===== src/rtl/mains_clock_pkg.sv =====
package mains_clock_pkg;
  typedef logic [3:0] bcd_t;
  localparam int unsigned UNITS_MOD = 10;
  localparam int unsigned TENS_MOD  = 6;
  localparam int unsigned N_MS_DIGITS = 4;
  localparam bcd_t HOUR_RST_HI = 4'd1;
  localparam bcd_t HOUR_RST_LO = 4'd2;
endpackage


===== src/rtl/line_edge_sync.sv =====
module line_edge_sync #(
  parameter int unsigned SYNC_STAGES = 2
) (
  input  logic clk,
  input  logic rst_n,
  input  logic async_in,
  output logic rise_pulse
);
  logic [SYNC_STAGES-1:0] sync_q;
  logic                   prev_q;

  always_ff @(posedge clk or negedge rst_n) begin
    if (!rst_n) begin
      sync_q <= '0;
      prev_q <= 1'b0;
    end else begin
      sync_q <= {sync_q[SYNC_STAGES-2:0], async_in};
      prev_q <= sync_q[SYNC_STAGES-1];
    end
  end

  assign rise_pulse = sync_q[SYNC_STAGES-1] & ~prev_q;
endmodule


===== src/rtl/second_prescaler.sv =====
module second_prescaler #(
  parameter int unsigned DIVIDE = 60
) (
  input  logic clk,
  input  logic rst_n,
  input  logic pulse_in,
  output logic tick_out
);
  localparam int unsigned CW = (DIVIDE > 1) ? $clog2(DIVIDE) : 1;
  localparam logic [CW-1:0] LAST = CW'(DIVIDE - 1);

  logic [CW-1:0] cnt_q, cnt_d;
  logic          at_last;

  assign at_last  = (cnt_q == LAST);
  assign tick_out = pulse_in & at_last;

  always_comb begin
    cnt_d = cnt_q;
    if (pulse_in) begin
      cnt_d = at_last ? '0 : cnt_q + 1'b1;
    end
  end

  always_ff @(posedge clk or negedge rst_n) begin
    if (!rst_n) cnt_q <= '0;
    else        cnt_q <= cnt_d;
  end
endmodule


===== src/rtl/bcd_digit.sv =====
module bcd_digit
  import mains_clock_pkg::*;
#(
  parameter int unsigned MODULUS = 10
) (
  input  logic clk,
  input  logic rst_n,
  input  logic step_en,
  output bcd_t digit,
  output logic carry_en
);
  localparam bcd_t TOP = bcd_t'(MODULUS - 1);

  bcd_t dig_q, dig_d;

  assign carry_en = step_en & (dig_q == TOP);
  assign digit    = dig_q;

  always_comb begin
    dig_d = dig_q;
    if (step_en) begin
      dig_d = (dig_q == TOP) ? '0 : dig_q + 4'd1;
    end
  end

  always_ff @(posedge clk or negedge rst_n) begin
    if (!rst_n) dig_q <= '0;
    else        dig_q <= dig_d;
  end
endmodule


===== src/rtl/hour_stage.sv =====
module hour_stage
  import mains_clock_pkg::*;
(
  input  logic clk,
  input  logic rst_n,
  input  logic step_en,
  output bcd_t hr_hi,
  output bcd_t hr_lo
);
  bcd_t hi_q, lo_q, hi_d, lo_d;
  logic at_twelve;

  assign at_twelve = (hi_q == 4'd1) && (lo_q == 4'd2);

  always_comb begin
    hi_d = hi_q;
    lo_d = lo_q;
    if (step_en) begin
      if (at_twelve) begin
        hi_d = 4'd0;
        lo_d = 4'd1;
      end else if (lo_q == 4'd9) begin
        hi_d = 4'd1;
        lo_d = 4'd0;
      end else begin
        lo_d = lo_q + 4'd1;
      end
    end
  end

  always_ff @(posedge clk or negedge rst_n) begin
    if (!rst_n) begin
      hi_q <= HOUR_RST_HI;
      lo_q <= HOUR_RST_LO;
    end else begin
      hi_q <= hi_d;
      lo_q <= lo_d;
    end
  end

  assign hr_hi = hi_q;
  assign hr_lo = lo_q;
endmodule


===== src/rtl/mains_clock_chain.sv =====
module mains_clock_chain
  import mains_clock_pkg::*;
#(
  parameter int unsigned PULSES_PER_SEC = 60
) (
  input  logic       clk,
  input  logic       rst_n,
  input  logic       line_in,
  output logic [3:0] sec_lo,
  output logic [3:0] sec_hi,
  output logic [3:0] min_lo,
  output logic [3:0] min_hi,
  output logic [3:0] hr_lo,
  output logic [3:0] hr_hi
);
  logic [1:0] rst_pipe;
  logic       rst_sync_n;
  logic       line_rise;
  logic       sec_tick;
  logic [N_MS_DIGITS:0] chain_en;
  bcd_t       ms_digit [N_MS_DIGITS];

  always_ff @(posedge clk or negedge rst_n) begin
    if (!rst_n) rst_pipe <= 2'b00;
    else        rst_pipe <= {rst_pipe[0], 1'b1};
  end
  assign rst_sync_n = rst_pipe[1];

  line_edge_sync #(.SYNC_STAGES(2)) u_sync (
    .clk        (clk),
    .rst_n      (rst_sync_n),
    .async_in   (line_in),
    .rise_pulse (line_rise)
  );

  second_prescaler #(.DIVIDE(PULSES_PER_SEC)) u_pre (
    .clk      (clk),
    .rst_n    (rst_sync_n),
    .pulse_in (line_rise),
    .tick_out (sec_tick)
  );

  assign chain_en[0] = sec_tick;

  for (genvar g = 0; g < N_MS_DIGITS; g++) begin : g_ms
    localparam int unsigned MODV = (g % 2 == 0) ? UNITS_MOD : TENS_MOD;
    bcd_digit #(.MODULUS(MODV)) u_dig (
      .clk      (clk),
      .rst_n    (rst_sync_n),
      .step_en  (chain_en[g]),
      .digit    (ms_digit[g]),
      .carry_en (chain_en[g+1])
    );
  end

  hour_stage u_hr (
    .clk     (clk),
    .rst_n   (rst_sync_n),
    .step_en (chain_en[N_MS_DIGITS]),
    .hr_hi   (hr_hi),
    .hr_lo   (hr_lo)
  );

  assign sec_lo = ms_digit[0];
  assign sec_hi = ms_digit[1];
  assign min_lo = ms_digit[2];
  assign min_hi = ms_digit[3];
endmodule


===== config.mk =====
export PLATFORM = sky130hd
export DESIGN_NAME = mains_clock_chain
export DESIGN_NICKNAME = d
export VERILOG_FILES = /design/src/rtl/mains_clock_pkg.sv /design/src/rtl/line_edge_sync.sv /design/src/rtl/second_prescaler.sv /design/src/rtl/bcd_digit.sv /design/src/rtl/hour_stage.sv /design/src/rtl/mains_clock_chain.sv
export SDC_FILE = /design/constraint.sdc
export NUM_CORES = 1
export LEC_CHECK = 0
export ABC_CLOCK_PERIOD_IN_PS = 1000
export BUFFER_PORTS_ARGS = -buffer_cell sky130_fd_sc_hd__buf_2
export CAP_MARGIN = 20
export CORE_MARGIN = 5
export CORE_UTILIZATION = 49
export CTS_CLUSTER_SIZE = 12
export DETAILED_ROUTE_END_ITERATION = 6
export PLACE_DENSITY = 0.75
export SKIP_CTS_REPAIR_TIMING = 1
export SLEW_MARGIN = 20
export SYNTH_ARGS = -nofsm -noshare
export SYNTH_HDL_FRONTEND = slang
export SYNTH_SLANG_ARGS = --single-unit

===== constraint.sdc =====
create_clock -name clk -period 1 [get_ports clk]
set_input_delay 0.05 -clock clk [delete_from_list [all_inputs] [get_ports clk]]
set_output_delay 0.05 -clock clk [all_outputs]
set_load 0.01 [all_outputs]

### Yosys cells after proc, flatten, opt, wreduce, memory -nomap -nowiden

Index checks and enable logic that the tools add are counted.

| operators by class | value |
|---|---|
| add/subtract/negate cells | 6 |
| $mul | 0 |
| divide/modulo/power cells | 0 |
| $lt $le $gt $ge | 0 |
| equality and inequality tests | 8 |
| shifts and indexed selects | 0 |
| mux-type cells | 9 |
| bitwise logic cells | 7 |
| reductions and logical operators | 3 |

Operators by type and width:

| cell | number |
|---|---|
| two-way mux 4 bit | 8 |
| adder 4 x 1 -> 4 bit (second input constant) | 5 |
| == test 4 bit (second input constant) | 3 |
| == test 4 x 3 -> 1 bit (second input constant) | 2 |
| adder 6 x 1 -> 6 bit (second input constant) | 1 |
| AND 1 bit | 6 |
| == test 6 bit (second input constant) | 1 |
| two-way mux 6 bit | 1 |
| == test 4 x 1 -> 1 bit (second input constant) | 1 |
| == test 4 x 2 -> 1 bit (second input constant) | 1 |
| AND reduction 2 bit | 1 |
| nonzero test 2 bit | 1 |
| logical AND 1 bit | 1 |
| NOT 1 bit | 1 |

| word-level totals | value |
|---|---|
| bits in registers | 35 |
| bits in latches | 0 |
| RAM bits | 0 |
| bits in read-only memories | 0 |
| bits of input ports | 3 |
| output and inout port bits | 24 |
| memories kept | 0 |

### Depth between registers and ports, before layout

Gate-level depths: netlist of the first run.

| logic depth | value |
|---|---|
| depth in word-level cells | 8 |
| depth in mapped cells | 6 |
| gate-level depth less buffers | 5 |

### Cells and area by module

Synthesis of the first run repeated with hierarchy kept, for this count alone.

| second synthesis, totals | value |
|---|---|
| cell total of the unflattened synthesis | 128 |
| area total of the unflattened synthesis | 1455.1 um2 |

By module, submodules not included:

| module | instances | cells each | area an instance (um2) | seq. area each (um2) |
|---|---|---|---|---|
| bcd_digit (g_ms[1].u_dig ...) | 2 | 16 | 190.2 | 100.1 |
| bcd_digit (g_ms[0].u_dig ...) | 2 | 17 | 187.7 | 100.1 |
| second_prescaler | 1 | 27 | 281.5 | 150.1 |
| hour_stage | 1 | 28 | 275.3 | 127.6 |
| line_edge_sync | 1 | 4 | 88.8 | 75.1 |
| mains_clock_chain | 1 | 3 | 53.8 | 50.0 |

### Least setup slack after synthesis of the first run

Ideal clock, no wire load.

| timing | value |
|---|---|
| kind | reg2reg |
| start point | register u_pre.cnt_q[0] |
| end point | register g_ms[3].u_dig.dig_q[1] |
| arrival time | 1.850 ns |
| required time | 0.875 ns |
| path slack | -0.975 ns |
| stages on the path, launching flop included | 7 |
| path buffers | 1 |
| period minus slack after synthesis | 1.975 ns |
| cell sequence | dfrtp_1 -> ha_1 -> nand4b_1 -> or4_1 -> buf_6 -> nor3_2 -> mux2_2 |

| between the ends | value |
|---|---|
| word-level cells in the longest chain between the ends | 5 |

RTL lines:

| element | RTL line | source |
|---|---|---|
| from (decl) | second_prescaler.sv:12 | `logic [CW-1:0] cnt_q, cnt_d;` |
| from (signal assigned) | second_prescaler.sv:27 | `else cnt_q <= cnt_d;` |
| == test 6 bit | second_prescaler.sv:15 | `assign at_last = (cnt_q == LAST);` |
| AND 1 bit | second_prescaler.sv:16 | `assign tick_out = pulse_in & at_last;` |
| AND 1 bit (3 in series) | bcd_digit.sv:16 | `assign carry_en = step_en & (dig_q == TOP);` |
| to (signal assigned) | bcd_digit.sv:28 | `else dig_q <= dig_d;` |
| to (decl) | bcd_digit.sv:14 | `bcd_t dig_q, dig_d;` |

Every way passes these cells.
A chain may end at the register's enable or synchronous reset.

### Worst setup path after layout of the first run

| timing | value |
|---|---|
| start point | register g_ms[0].u_dig.dig_q[1] |
| end point | register u_hr.lo_q[3] (netlist: u_hr.hr_lo[3]) |

| between the ends | value |
|---|---|
| word-level cells in the longest chain between the ends | 5 |

RTL lines:

| element | RTL line | source |
|---|---|---|
| from (decl) | bcd_digit.sv:14 |  |
| from (signal assigned) | bcd_digit.sv:28 |  |
| == test 4 bit | bcd_digit.sv:16 |  |
| AND 1 bit (4 in series) | bcd_digit.sv:16 |  |
| to (signal assigned) | hour_stage.sv:37 | `lo_q <= lo_d;` |
| to (decl) | hour_stage.sv:10 | `bcd_t hi_q, lo_q, hi_d, lo_d;` |

Every way passes these cells.

==> results of run 1 <==
-- flip-flops by register name, summed over array words and instances (netlist names) --
register,flops
u_pre.cnt_q,6
u_sync.sync_q,2
g_ms.u_dig.digit,16
u_hr.hr_lo,4
rst_pipe,2
u_sync.prev_q,1
u_hr.hr_hi,1
-- per-stage QoR --
stage | cells | util | hold WS [ns] | power [mW]
2_1_floorplan | 145 | - | -0.246 | 1.78
3_5_place_dp | 262 | 0.709 | -0.163 | 2.07
6_report | 292 | 0.911 | 0.0180 | 3.17
5_1_grt | 292 | 0.911 | 0.0231 | 3.29
3_3_place_gp | 262 | 0.709 | -0.166 | 2.02
4_1_cts | 270 | 0.726 | -0.532 | 2.78
-- worst max-delay path, stage by stage (launching register included) --
cell and delay, ns:
dfrtp_2 0.42, nand4bb_4 0.23, or4_4 0.61, a211o_1 0.29, a221o_1 0.29
-- worst max-delay path by stage --
stage                                 from                     end  slack, ns  cells after the start
finish              g_ms[0].u_dig.digit[1]           u_hr.hr_lo[3]      -0.95                      4
global route        g_ms[0].u_dig.digit[1]           u_hr.hr_lo[0]      -0.99                      8
CTS                 g_ms[0].u_dig.digit[2]           u_hr.hr_hi[0]      -0.92                      6
detailed placement  g_ms[0].u_dig.digit[1]           u_hr.hr_lo[3]      -0.88                      4
global placement    g_ms[0].u_dig.digit[1]           u_hr.hr_lo[3]      -0.81                      4
floorplan           g_ms[0].u_dig.digit[1]  g_ms[3].u_dig.digit[1]      -0.91                      5
-- cells in the mapped netlist, types with 3 or more instances --
cell type	count	area (um^2)
nor2b_1	4	25.0
a21oi_1	6	30.0
nor4_1	4	25.0
inv_1	10	37.5
nand2_1	9	33.8
nor2_1	6	22.5
xnor2_1	8	70.1
nand4_1	4	25.0
o31ai_1	3	22.5
buf_4	3	22.5
o21ai_0	5	25.0
nand3_1	6	30.0
dfrtp_1	30	751
xor2_1	5	43.8
mux2_2	4	45.0
-- metal layers --
layer,global-route usage,vias up,part of all wire
met1,0.228,849,0.39
met2,0.323,81,0.51
li1,-,717,-
met3,0.0442,26,0.060
met5,0,-,0
met4,0.0761,0,0.042
-- power by group --
group	internal, mW	total, mW	switching [mW]	leakage (nW)
clock	0.274	0.733	0.459	0.0293
combinational	0.538	0.947	0.409	0.882
sequential	1.40	1.49	0.0927	0.413
-- cell type report --
| cell class | count | area [um^2] |
|---|---|---|
| clock buffers | 7 | 45.0 |
| well taps | 44 | 55.1 |
| fillers | 96 | 269 |
| clock inverters | 1 | 5.00 |
| inverters | 10 | 37.5 |
| repair buffers | 101 | 917 |
| flip-flops and latches | 32 | 808 |
| multi-input cells | 97 | 891 |
-- kinds of logic after synthesis --
logic type	count (synthesis)	synth area share
AO/OA/AOI/OAI	24	0.104
XOR/XNOR	13	0.0737
adder cells (fa/ha/maj)	1	0.00810
buffers and inverters	16	0.0510
flip-flops	32	0.520
multiplexers	4	0.0291
other	2	0.00486
AND/OR/NAND/NOR	51	0.209
==> impl_metrics.tcl, run 1 <==
set metrics [dict create \
    outcome "finished, violations left" \
    violations "negative setup slack" \
    top_level_ports 27 \
    placed_area_um2 2150 \
    netlist_instances 143 \
    max_cap_violations 0 \
    worstPathArrival_ns 2.18 \
    wire_per_inst_um 20.2 \
    clkLatencyLatePin_ns 0.34 \
    final_antenna_net_count 0 \
    numCtsBuffers 5 \
    port_buffers 23 \
    finalMaxSlewViolations 0 \
    vdd_drop_max_v 0.00146 \
    synthFlopType "dfrtp_1" \
    min_path_type "input port to asynchronous set/reset pin" \
    rsz0062_at_grt "yes" \
    synth_edf_count 0 \
    dp_slack_ns -0.879 \
    grt_antenna_before_repair 0 \
    crit_required_ns 1.23 \
    synth_warnings 0 \
    clock_skew_ns 0.0142 \
    layout.nets 251 \
    antenna_cells 0 \
    avgViaCountPerCell 5.73 \
    worstRegToRegCells 4 \
    timing.rr.start "g_ms[0].u_dig.digit[1]" \
    pwr_density_cell_nw_per_um2 1150 \
    fin_crit_sh 1.95 \
    final_cell_mix "buf_4, buf_6, dfrtp_1" \
    syn_area_per_cell_um2 10.8 \
    dr.pass1.iters 4 \
    cts_sinks 32 \
    period_needed_ns 1.95 \
    vias 1673 \
    drt_wl_total_um 5890 \
    htreeDepth 2 \
    power_leakage_nw 1.32 \
    drt_iter0_drc 247 \
    dieWidth_um 66.2 \
    gp_congestion 0.769 \
    tns_ns -20.86 \
    cts_buffer_depth 2 \
    final_layout_size_suffix_gt1_frac 0.581 \
    r2r_end "u_hr.hr_lo[3]" \
    start_kind "register" \
    final-hold-violation-count 0 \
    clockRootBuffer "clkbuf_4" \
    tritoncts "done" \
    syn_to_final_growth_pct 78.5 \
    design_area_um2 2760 \
    chipHeight_um 66.2 \
    critical_path_class "register to register" \
    grt_usage 0.189 \
    setup_slack_ns -0.952 \
    dp_hpwl_um 2840 \
    rows 20 \
    seq_area_frac_synth 0.520 \
    grt_max_degree 22 \
    grt_pass1_vias 1424 \
    core-area_um2 3030 \
    clkTransAtPathRegs_ns 0.11 \
    overflow 0 \
    final_common_cell "buf_4" \
    fmaxAchievable_mhz 512 \
    syn_area_um2 1550 \
    grt_pass1_wl_um 6270 \
    rrSetupSlack_ns -0.95 \
    ys_types 43 \
    synth-seq-cells 32 \
    setup_viol 46 \
    ys_async_sr_fraction 1.00 \
    endpoint_kind "register" \
    drc_errors 0 \
    die_area_um2 4380 \
    start_util 0.510 \
    worstPathMaxFanout 6 \
]
Power figures use the tool's default switching activity.
==> run 2, diff against run 1 <==
--- a/config.mk
+++ b/config.mk
@@ -12,6 +12,7 @@
 export CORE_UTILIZATION = 49
 export CTS_CLUSTER_SIZE = 12
 export DETAILED_ROUTE_END_ITERATION = 6
+export MAX_ROUTING_LAYER = met4
 export PLACE_DENSITY = 0.75
 export SKIP_CTS_REPAIR_TIMING = 1
 export SLEW_MARGIN = 20
==> run 2 against run 1 <==
The run still ends with negative setup slack left. Clock-buffer cell count is the same. Core utilization is the same. Worst setup slack gained 0.0025 ns. Cell count is the same. Wire length grew 0.59%. Sequential share of layout area is the same. Largest cell class unchanged.
==> impl_metrics.tcl, run 2 (synthesis results as in run 1) <==
set metrics [dict create \
    setup_slack_ns -0.949 \
    core-area_um2 3030 \
    final_antenna_net_count 0 \
    avgViaCountPerCell 5.82 \
    drt_wl_total_um 5930 \
    cts_buffer_depth 2 \
    dp_cells 262 \
    tritoncts "done" \
    period_needed_ns 1.95 \
    tns_ns -20.98 \
    largest_reg_flops 16 \
    grt_antenna_before_repair 0 \
    gp_congestion 0.780 \
    crit_required_ns 1.23 \
    violations "negative setup slack" \
    clkLatencyLatePin_ns 0.35 \
    top_level_ports 27 \
    numCtsBuffers 5 \
    drc_errors 0 \
    max_stage_delay_ns 0.61 \
    grt_use_met3 0.0408 \
    max_cap_violations 0 \
    fin_cells 292 \
    holdWs_ns 0.00779 \
    fin_crit_sh 1.95 \
    chipHeight_um 66.2 \
    min_path_type "input port to asynchronous set/reset pin" \
    endpoint_kind "register" \
    syn_to_final_growth_pct 78.5 \
    outcome "finished, violations left" \
    htreeDepth 2 \
    final_cell_mix "buf_4, buf_6, dfrtp_1" \
    final_common_cell "buf_4" \
    rsz0062_at_grt "yes" \
    vias 1699 \
    pwr_density_cell_nw_per_um2 1150 \
    overflow 0 \
    clockRootBuffer "clkbuf_4" \
    n_fill_cell 96 \
    wire_per_inst_um 20.3 \
    setup_viol 46 \
    layout.nets 251 \
    worstPathArrival_ns 2.18 \
    vdd_drop_max_v 0.00148 \
    rows 20 \
    busiest_layer "met2" \
    grt_pass1_vias 1425 \
    dr.pass1.iters 6 \
    grt_use_met1 0.229 \
    cts_sinks 32 \
    drt_iter0_drc 265 \
    die_area_um2 4380 \
    clkTransAtPathRegs_ns 0.11 \
    cp_slowest_cell "or4_4" \
    worstPathMaxFanout 6 \
    dp_hpwl_um 2840 \
    final-hold-violation-count 0 \
    start_util 0.510 \
    total_power_mw 3.18 \
    dieWidth_um 66.2 \
    critical_path_class "register to register" \
    clock_skew_ns 0.00995 \
    start_kind "register" \
    antenna_cells 0 \
    port_buffers 23 \
    fmaxAchievable_mhz 513 \
    grt_pass1_wl_um 6270 \
    final_layout_size_suffix_gt1_frac 0.581 \
    power_leakage_nw 1.32 \
    finalMaxSlewViolations 0 \
    gr-usage-met2 0.323 \
    grt_usage 0.194 \
    crit_chain "nand4bb_4 -> or4_4 -> a211o_1 -> a221o_1" \
    grt_max_degree 22 \
]
run 2: path summary, 6_finish.rpt:
check                           slack [ns]                    from  cells after the start                      to
worst max-delay path                 -0.95  g_ms[0].u_dig.digit[1]                      4           u_hr.hr_lo[3]
min in group clk                      0.35                 line_in                      2        u_sync.sync_q[0]
worst min-delay path                 0.008                   rst_n                      2             rst_pipe[1]
worst max register to register       -0.95  g_ms[0].u_dig.digit[1]                      4           u_hr.hr_lo[3]
worst min register to register        0.20             rst_pipe[1]                      1  g_ms[3].u_dig.digit[0]
max in group asynchronous             0.51             rst_pipe[1]                      1  g_ms[0].u_dig.digit[1]
run 2: per-stage QoR:
stage               instance area [um^2]  utilization  worst slack [ns]
floorplan                           1600            -            -0.906
finish                              2760        0.911            -0.949
global route                        2760        0.911            -0.993
detailed placement                  2150        0.709            -0.879
CTS                                 2200        0.726            -0.920
global placement                    2150        0.709            -0.814
run 2: metal layers:
| layer | part of all wire | wire, um | up-vias |
|---|---|---|---|
| li1 | - | - | 715 |
| met1 | 0.38 | 2270 | 852 |
| met2 | 0.51 | 3010 | 97 |
| met3 | 0.064 | 377 | 35 |
| met4 | 0.046 | 273 | 0 |
| met5 | 0 | 0 | - |
run 2: worst max-delay path, delay by kind of cell, from the launching register on:
family / cells / cell delay, ns
AO/OA/AOI/OAI: 2 / 0.57
flip-flops: 1 / 0.42
AND/OR/NAND/NOR: 2 / 0.84
run 2: cell type report:
| type | instances | area, um^2 | area share |
|---|---|---|---|
| Timing Repair Buffer | 101 | 917 | 0.332 |
| Tap cell | 44 | 55.1 | 0.0200 |
| Clock inverter | 1 | 5.00 | 0.00181 |
| Inverter | 10 | 37.5 | 0.0136 |
| Clock buffer | 7 | 45.0 | 0.0163 |
| Sequential cell | 32 | 808 | 0.293 |
| Multi-Input combinational cell | 97 | 891 | 0.323 |
run 2: where the power goes:
part           internal, mW  switching [mW]  total (mW)
sequential             1.40          0.0921        1.49
combinational         0.538           0.405       0.943
clock                 0.274           0.475       0.749
total                  2.21           0.972        3.18
==> run 3, diff against run 2 <==
--- a/config.mk
+++ b/config.mk
@@ -13,7 +13,7 @@
 export CTS_CLUSTER_SIZE = 12
 export DETAILED_ROUTE_END_ITERATION = 6
 export MAX_ROUTING_LAYER = met4
-export PLACE_DENSITY = 0.75
+export PLACE_DENSITY = 0.72
 export SKIP_CTS_REPAIR_TIMING = 1
 export SLEW_MARGIN = 20
 export SYNTH_ARGS = -nofsm -noshare
==> run 3 against run 2 <==
First-iteration DRC count down 65%. Sequential cell count unchanged. The flow still finishes with violations (negative setup slack). Critical endpoint is now g_ms[2].u_dig.digit[1]. Largest cell class is now multi-input gates. Register-to-register slack about the same. Sequential power about the same. Total power down 3.9%. Sequential share of layout area up 1.1 points. Highest routed layer unchanged. Die area unchanged. Design area down 3.7%.
==> impl_metrics.tcl, run 3 (synthesis results as in run 1) <==
set metrics [dict create \
    switchingPower_mw 0.874 \
    final_cell_mix "buf_4, buf_6, dfrtp_1" \
    grt_usage 0.194 \
    top_level_ports 27 \
    clkLatencyLatePin_ns 0.33 \
    grt_max_degree 22 \
    setup_viol 46 \
    overflow 0 \
    rsz0062_at_grt "yes" \
    period_needed_ns 1.95 \
    die_area_um2 4380 \
    max_cap_violations 0 \
    grt_pass1_vias 1424 \
    vias 1479 \
    cts_buffer_depth 2 \
    worstPathArrival_ns 2.21 \
    grt_antenna_before_repair 0 \
    final-hold-violation-count 0 \
    dp_cells 258 \
    power_frac_seq 0.485 \
    multiInputGateArea_um2 895 \
    final_common_cell "buf_4" \
    rows 20 \
    endpoint_kind "register" \
    avgViaCountPerCell 5.30 \
    design_area_um2 2660 \
    finalMaxSlewViolations 0 \
    gp_congestion 0.810 \
    htreeDepth 2 \
    cts_sinks 32 \
    crit_required_ns 1.26 \
    setup_slack_ns -0.947 \
    chipHeight_um 66.2 \
    n_fill_cell 136 \
    antenna_cells 0 \
    syn_to_final_growth_pct 71.9 \
    p_int_mw 2.19 \
    worstPathMaxFanout 6 \
    swShare 0.285 \
    outcome "finished, violations left" \
    final_antenna_net_count 0 \
    critical_path_class "register to register" \
    numCtsBuffers 5 \
    start_kind "register" \
    clockRootBuffer "clkbuf_4" \
    pwr_density_cell_nw_per_um2 1150 \
    drc_errors 0 \
    min_path_type "register to asynchronous set/reset pin" \
    drt_iter0_drc 93 \
    clock_skew_ns 0.00628 \
    start_util 0.510 \
    dp_hpwl_um 2790 \
    pwr-share-clk 0.257 \
    layout.nets 238 \
    fin_cells 279 \
    power_leakage_nw 1.25 \
    grt_pass1_wl_um 6310 \
    dieWidth_um 66.2 \
    utilization 0.877 \
    fmaxAchievable_mhz 514 \
    final_layout_size_suffix_gt1_frac 0.566 \
    dp_slack_ns -0.881 \
    ff_latch_area_um2 808 \
    tritoncts "done" \
    vdd_drop_max_v 0.00124 \
    fin_crit_sh 1.95 \
    wire_per_inst_um 17.3 \
    port_buffers 23 \
    violations "negative setup slack" \
    dr.pass1.iters 4 \
    core-area_um2 3030 \
    combinationalPowerShare 0.258 \
    largest_reg_flops 16 \
    clkTransAtPathRegs_ns 0.10 \
    placed_area_um2 2120 \
    drt_wl_total_um 4810 \
]
run 3: changes by cell type in the layout (fill, tap and decap cells not counted), moves of 2 or more:
cell / change
buf_4: -8
buf_6: -6
nor2_2: -3
clkbuf_1: -2
nor2_4: +2
o21ai_1: -2
run 3: worst paths after layout:
kind	startpoint	end	slack [ns]	depth (start not counted)
setup / recovery	g_ms[1].u_dig.digit[1]	g_ms[2].u_dig.digit[1]	-0.95	5
hold / removal	rst_pipe[1]	u_hr.hr_lo[3]	0.18	1
setup reg to reg	g_ms[1].u_dig.digit[1]	g_ms[2].u_dig.digit[1]	-0.95	5
hold reg to reg	rst_pipe[1]	u_hr.hr_lo[3]	0.18	1
max in group asynchronous	rst_n	rst_pipe[1]	0.34	3
min in group clk	line_in	u_sync.sync_q[0]	0.35	2
run 3: area by class of cell:
type,instances,share of cell area
Multi-Input combinational cell,97,0.337
Clock inverter,2,0.00377
Timing Repair Buffer,88,0.301
Inverter,10,0.0141
Tap cell,44,0.0207
Sequential cell,32,0.304
Clock buffer,6,0.0193
run 3: layer usage:
| metal | GRT usage | share of wire | vias up |
|---|---|---|---|
| met5 | - | 0 | - |
| met4 | 0.0457 | 0.015 | 0 |
| met3 | 0.0561 | 0.043 | 8 |
| met2 | 0.305 | 0.52 | 41 |
| met1 | 0.248 | 0.42 | 742 |
| li1 | - | - | 688 |
run 3: critical path, stage by stage, from the launching register on:
cell and delay, ns:
dfrtp_2 0.42, nand4bb_1 0.22, or4_4 0.61, buf_4 0.19, or3_1 0.32, o21ai_1 0.11
run 3: through the flow:
step	TNS (ns)	hold slack (ns)	total power, mW
detailed placement	-17.57	-0.162	2.05
global route	-21.73	0.221	3.24
global placement	-16.29	-0.164	2.01
CTS	-19.76	-0.526	2.83
floorplan	-14.33	-0.246	1.78
finish	-19.20	0.179	3.06
run 3: power by group through the flow:
| stage | Combinational (mW) | Clock [mW] | Sequential, mW |
|---|---|---|---|
| finish | 0.789 | 0.786 | 1.48 |
| global route | 0.859 | 0.886 | 1.49 |
| CTS | 0.551 | 0.796 | 1.48 |
| detailed placement | 0.548 | 0 | 1.50 |
| global placement | 0.516 | 0 | 1.50 |
| floorplan | 0.236 | 0 | 1.54 |
